File: config.mk
export PLATFORM = sky130hd
export DESIGN_NAME = bin2bcd_conv
export DESIGN_NICKNAME = d
export VERILOG_FILES = /design/src/rtl/bin2bcd_pkg.sv /design/src/rtl/bcd_add3_cell.sv /design/src/rtl/bcd_dd_stage.sv /design/src/rtl/bin2bcd_conv.sv
export SDC_FILE = /design/constraint.sdc
export NUM_CORES = 1
export LEC_CHECK = 0
export ABC_CLOCK_PERIOD_IN_PS = 13400
export BUFFER_PORTS_ARGS = -buffer_cell sky130_fd_sc_hd__buf_2
export CAP_MARGIN = 10
export CORE_MARGIN = 1.5
export CORE_UTILIZATION = 60
export DETAILED_ROUTE_END_ITERATION = 7
export PLACE_DENSITY = 0.84
export SLEW_MARGIN = 30
export SYNTH_ARGS = -nofsm -noshare
export SYNTH_HDL_FRONTEND = slang
export SYNTH_HIERARCHICAL = 1
export SYNTH_SLANG_ARGS = --single-unit
File: constraint.sdc
create_clock -name vclk -period 13.4
set_input_delay 2.68 -clock vclk [all_inputs]
set_output_delay 2.68 -clock vclk [all_outputs]
set_load 0.05 [all_outputs]
File: src/rtl/bin2bcd_pkg.sv
package bin2bcd_pkg;
  // digits needed for the largest WIDTH-bit value: ceil(w*log10(2))
  function automatic int unsigned bcd_digits(input int unsigned w);
    int unsigned d;
    d = (w * 30103 + 99999) / 100000;
    return (d == 0) ? 1 : d;
  endfunction
endpackage

File: src/rtl/bcd_add3_cell.sv
module bcd_add3_cell (
  input  logic [3:0] dig_i,
  output logic [3:0] dig_o
);
  assign dig_o = (dig_i >= 4'd5) ? dig_i + 4'd3 : dig_i;

  // corrected digit has its top bit set exactly when the input was 5..9
  always_comb begin
    if (dig_i <= 4'd9)
      assert_cell_carry_R2: assert ((dig_i >= 4'd5) == dig_o[3]);
  end
endmodule

File: src/rtl/bcd_dd_stage.sv
module bcd_dd_stage #(
  parameter int unsigned DIGITS = 4,
  localparam int unsigned ACC_W = 4 * DIGITS
) (
  input  logic [ACC_W-1:0] acc_i,
  input  logic             bit_i,
  output logic [ACC_W-1:0] acc_o
);
  logic [ACC_W-1:0] corr;

  for (genvar d = 0; d < DIGITS; d++) begin : g_dig
    bcd_add3_cell u_cell (
      .dig_i (acc_i[4*d +: 4]),
      .dig_o (corr[4*d +: 4])
    );
  end

  assign acc_o = {corr[ACC_W-2:0], bit_i};

  // the bit shifted out must never carry value
  always_comb begin
    assert_no_overflow_R1: assert (corr[ACC_W-1] == 1'b0);
  end
endmodule

File: src/rtl/bin2bcd_conv.sv
module bin2bcd_conv #(
  parameter int unsigned WIDTH = 12,
  localparam int unsigned DIGITS = bin2bcd_pkg::bcd_digits(WIDTH),
  localparam int unsigned ACC_W = 4 * DIGITS
) (
  input  logic [WIDTH-1:0] bin_i,
  output logic [ACC_W-1:0] bcd_o
);
  logic [ACC_W-1:0] chain [WIDTH+1];

  assign chain[0] = '0;

  // one add-3/shift stage per input bit, MSB first
  for (genvar s = 0; s < WIDTH; s++) begin : g_stage
    bcd_dd_stage #(.DIGITS(DIGITS)) u_stage (
      .acc_i (chain[s]),
      .bit_i (bin_i[WIDTH-1-s]),
      .acc_o (chain[s+1])
    );
  end

  assign bcd_o = chain[WIDTH];

  always_comb begin
    for (int d = 0; d < DIGITS; d++)
      assert_digit_range_R2: assert (bcd_o[4*d +: 4] <= 4'd9);
    // decimal parity follows binary parity through the units digit
    assert_units_parity_R3: assert (bcd_o[0] == bin_i[0]);
    if (bin_i == '0)
      assert_zero_in_R6: assert (bcd_o == '0);
  end
endmodule

==> summary.md, run 1 <==
| Metric | Value |
|---|---|
| Final #Nets | 924 |
| Iter 0 DRT Violations | around 140 |
| Slowest-stage cell, CP | mux2i_1 |
| Area growth syn-to-layout | 13.5% |
| Hold path start | bin_i[0] |
| Startpoint Class | input pin |
| RSZ-0062 raised after global routing | yes |
| Post-Place Cells | roughly 900 |
| Largest net degree at the start of global routing | 5 |
| First-pass GRT wire length | 14,500 um |
| Tmin final | 13.20 ns |
| Diode count | 0 |
| Vias | ~4,500 |
| Post-Layout Cell Count | 916 |
| Worst hold margin | 5.36 ns |
| Layout cell share with drive strength beyond 1 | 14.9% |
| Hold Path Class | input pin to primary output |
| Core ar. | 7690 um2 |
| Multi-input gate area | 4600 um2 |
| Setup Viol. Count Final | 0 |
| Hold endpoint | bcd_o[0] |
| Mapped Area | 4720 um2 |
| Vias/cell | a little under 5 |
| Max-cap violations | 0 |
| Initial Util | 61.4% |
| Remaining Overflow, GRT | 0 |
| Post-route DRC | 0 |
| Full die area | between 8000 and 9000 um2 |
| Worst hold stages | 0 |
| Fillcell total | 631 |
| Slowest cell delay on critical path | 0.34 ns |
| Fin. Hold Viols | 0 |
| Initial antenna violation count | 0 |
| Avg WL per Cell | 9.76 um |
| Clkbuf count | 0 |
| Seq_cells | 0 |
| Row count | 32 |
| Tcrit/Tclk final | 98.5% |
| Max Slew Vio Count | 0 |
| Number of global-route vias before repair | around 4,000 |
| Syn avg cell area | 6.44 um2 |
| # IOs | 28 |
| Drt total wl | 8940 um |
| Chip Width | 91.7 um |
| Outcome | completed |
| Post-DP HPWL | between 7000 and 8000 um |
| Drt pass-1 iters | 4 |
| Yosys warning count | 6 |
| CP required | 10.72 ns |
| Die H | 91.7 um |
| Post-route setup TNS | 0 ns |
| Sequential cell area | 0 um2 |
| CP dominant cell by count | ha_1 |
| Mapped Cells | 733 |
| Port Buffers | 25 |
| Worst path arrival time | roughly 11 ns |
| Setup CP Type | input pin to primary output |
| Post-route ant nets | 0 |
| Fmax | 0.0757 GHz |
| Tot GR Track Use | 18.9% |
| Crit path capture type | primary output |
| Routability cong. | 0.765 |
| Critical Path Fanout Max | 4 |
[placed cells by master, fill, tap and decap left out]
cell type    n
mux2i_1     42
ha_2         1
nand2b_1    83
xnor2_2      9
o21ai_2      7
nand2_1    180
mux2i_2      6
buf_4       20
clkbuf_4     1
conb_1      51
inv_2        5
inv_1       91
xnor2_1     39
a21oi_4      1
nand2b_4     1
o21ai_0     34
o21ai_4      1
nor2_1      48
buf_2       22
o21ai_1     30
a21oi_2     47
ha_1        95
[layout make-up]
type	count	area share [%]
multi-input combinational	675	85.9
inverter	96	6.73
tap	102	2.38
timing repair buffer	43	5.00
[stage by stage]
stage                     setup slack [ns]  instance area, um2  util (%)
final                                0.198                5360      69.7
after detailed placement             0.114                5070      65.9
after global routing                -0.293                5360      69.7
after CTS                           0.0827                5070      65.9
after floorplan                      0.466                4910         -
after global placement               0.597                5070      65.9
[critical path, delay by kind of cell]
kind	cells	cell delay (ns)
adder cells (fa/ha/maj)	8	1.48
multiplexers	2	0.54
AND/OR/NAND/NOR	9	1.51
buffers and inverters	10	1.14
AO/OA/AOI/OAI	10	1.99
XOR/XNOR	7	1.13
[repair_timing]
action / in CTS / in global routing
hold buffers: 0 / 0
setup buffers: 0 / 18
gates resized for setup: 0 / 39
setup endpoints to repair: 0 / 12
[worst max path at each step]
stage               endpoint  startpoint  slack [ns]  cells past startpoint
floorplan           bcd_o[2]   bin_i[10]        0.47                     47
global placement    bcd_o[2]   bin_i[10]        0.60                     48
detailed placement  bcd_o[2]   bin_i[10]        0.11                     48
CTS                 bcd_o[2]   bin_i[10]        0.08                     48
global route        bcd_o[6]   bin_i[10]       -0.29                     46
finish              bcd_o[6]   bin_i[10]        0.20                     46
[layer usage]
layer | track usage, % | up-vias | part of all wire (%)
met5 | 0 | - | 0
met4 | 1.69 | 0 | 1.1
met3 | 0.498 | 14 | 1.2
met2 | 42.7 | 43 | 55
met1 | 19.1 | 2038 | 42
li1 | - | 2437 | -
Power of run 1 is left out: the tool's default activity adds up to more than one toggle a clock period on the data nets, which glitch-free logic cannot reach.
==> inputs of run 2 (changes only) <==
- ABC_AREA: not set -> 1
- CAP_MARGIN: 10 -> 20
- PLACE_DENSITY: 0.84 -> 0.83
==> summary.md, run 2 <==
| Metric | Value |
|---|---|
| Vias | 5,788 (+28%) |
| Iter 0 DRT Violations | 169 (+19%) |
| CP startpoint | bin_i[10] |
| Vias/cell | 4.61 (-6.9%) |
| Met2 GRT Util | 34.5% (-8.2 points) |
| Core ar. | 10,200 um2 (+33%) |
| CP required | 10.72 ns (about the same) |
| Worst path arrival time | 9.51 ns (-1.01 ns) |
| Row count | 37 (+16%) |
| Post-route DRC | 0 (unchanged) |
| Initial antenna violation count | 0 (unchanged) |
| Critical Path Fanout Max | 4 (unchanged) |
| Setup CP Type | input pin to primary output |
| Max Slew Vio Count | 0 (unchanged) |
| Mapped Cells | 1,057 (+44%) |
| Clkbuf count | 0 (unchanged) |
| # Post-CTS Setup Buffers | 0 (unchanged) |
| Seq_cells | 0 (unchanged) |
| Worst hold stages | 0 (unchanged) |
| Diode count | 0 (unchanged) |
| CP Capture Point | bcd_o[10] |
| Drt total wl | 9680 um (+8.3%) |
| RSZ-0062 raised after global routing | no |
| Crit path capture type | primary output |
| Initial Util | 61.2% (-0.14 points) |
| Hold Path Class | input pin to primary output |
| Outcome | completed |
| Global routing's busiest layer | met2 |
| Routability cong. | 0.780 (+2.0%) |
| Final #Nets | 1,230 (+33%) |
| Commonest non-fill, non-tap cells in the layout | nand2_1, inv_1, nor2_1, nor2_4, ha_1 |
| Max-cap violations | 0 (unchanged) |
| Slowest cell delay on critical path | 0.26 ns (-0.08 ns) |
| Area growth syn-to-layout | 6.27% |
| Die H | 105 um (+15%) |
| Met3 Usage GRT | 0.187% (-0.31 points) |
| Chip Width | 105 um (+15%) |
| Port Buffers | 25 (unchanged) |
| # hold bufs at CTS | 0 (unchanged) |
| Sequential cell area | 0 um2 (unchanged) |
| Tcrit/Tclk final | 91.0% (-7.6 points) |
| Fmax | 0.0820 GHz (+8.3%) |
| Slowest-stage cell, CP | buf_2 |
| CTS resizes | 0 (unchanged) |
| Setup Viol. Count Final | 0 (unchanged) |
| Layout cell share with drive strength beyond 1 | 26.9% (+12 points) |
| Met1 Use GR | 25.9% (+6.8 points) |
| Drt pass-1 iters | 4 (unchanged) |
| CP Buf/Inv Count | 11 (+1) |
| Post-route setup TNS | 0 ns (unchanged) |
| Yosys warning count | 6 (unchanged) |
| Tmin final | 12.19 ns (-1.01 ns) |
| Number of global-route vias before repair | 5,194 (+27%) |
| CP delay by family, top | simple AND/OR/NAND/NOR gates |
| Full die area | 11,100 um2 (+32%) |
| WP depth | 60 (+30%) |
| # IOs | 28 (unchanged) |
| Startpoint Class | input pin |
| Fin. Hold Viols | 0 (unchanged) |
| Post-route ant nets | 0 (unchanged) |
| Remaining Overflow, GRT | 0 (unchanged) |
| Mapped Area | 6260 um2 (+33%) |
| Commonest non-fill, non-tap cell in the layout | nand2_1 |
| Syn avg cell area | 5.93 um2 (-7.9%) |
| Largest net degree at the start of global routing | 6 (+1) |
| Tot GR Track Use | 18.8% (-0.16 points) |
| Avg WL per Cell | 7.71 um (-21%) |
| Post-DP HPWL | 8700 um (+22%) |
| First-pass GRT wire length | 19,500 um (+34%) |
| CP dominant cell by count | nand2_1 |
-- run 2: layout make-up --
class,instances,area [um2]
multi-input cells,903,5640
well taps,136,170
repair buffers,25,125
inverters,192,721
fillers,1000,3570
-- run 2: how the worst min path moves through the flow --
| stage | from | to | slack, ns |
|---|---|---|---|
| CTS | bin_i[0] | bcd_o[0] | 5.36 |
| global route | bin_i[0] | bcd_o[0] | 5.36 |
| global placement | bin_i[0] | bcd_o[0] | 5.36 |
| detailed placement | bin_i[0] | bcd_o[0] | 5.36 |
| finish | bin_i[0] | bcd_o[0] | 5.36 |
| floorplan | bin_i[0] | bcd_o[0] | 5.53 |
-- run 2: through the flow --
stage | instances | utilization [%] | area, um2 | setup WS (ns) | hold WS, ns
floorplan | 1107 | - | 6450 | 1.66 | 5.53
global placement | 1256 | 65.1 | 6660 | 1.29 | 5.36
detailed placement | 1256 | 65.1 | 6660 | 1.19 | 5.36
CTS | 1256 | 65.1 | 6660 | 1.16 | 5.36
global route | 1256 | 65.1 | 6660 | 0.281 | 5.36
finish | 1256 | 65.1 | 6660 | 1.21 | 5.36
-- run 2: metal layers --
| metal | wire length (um) | vias up |
|---|---|---|
| met2 | 4410 | 20 |
| met3 | 62 | 0 |
| li1 | - | 3335 |
| met5 | 0 | - |
| met1 | 5220 | 2433 |
| met4 | 0 | 0 |
Power of run 2 is left out for the same reason.
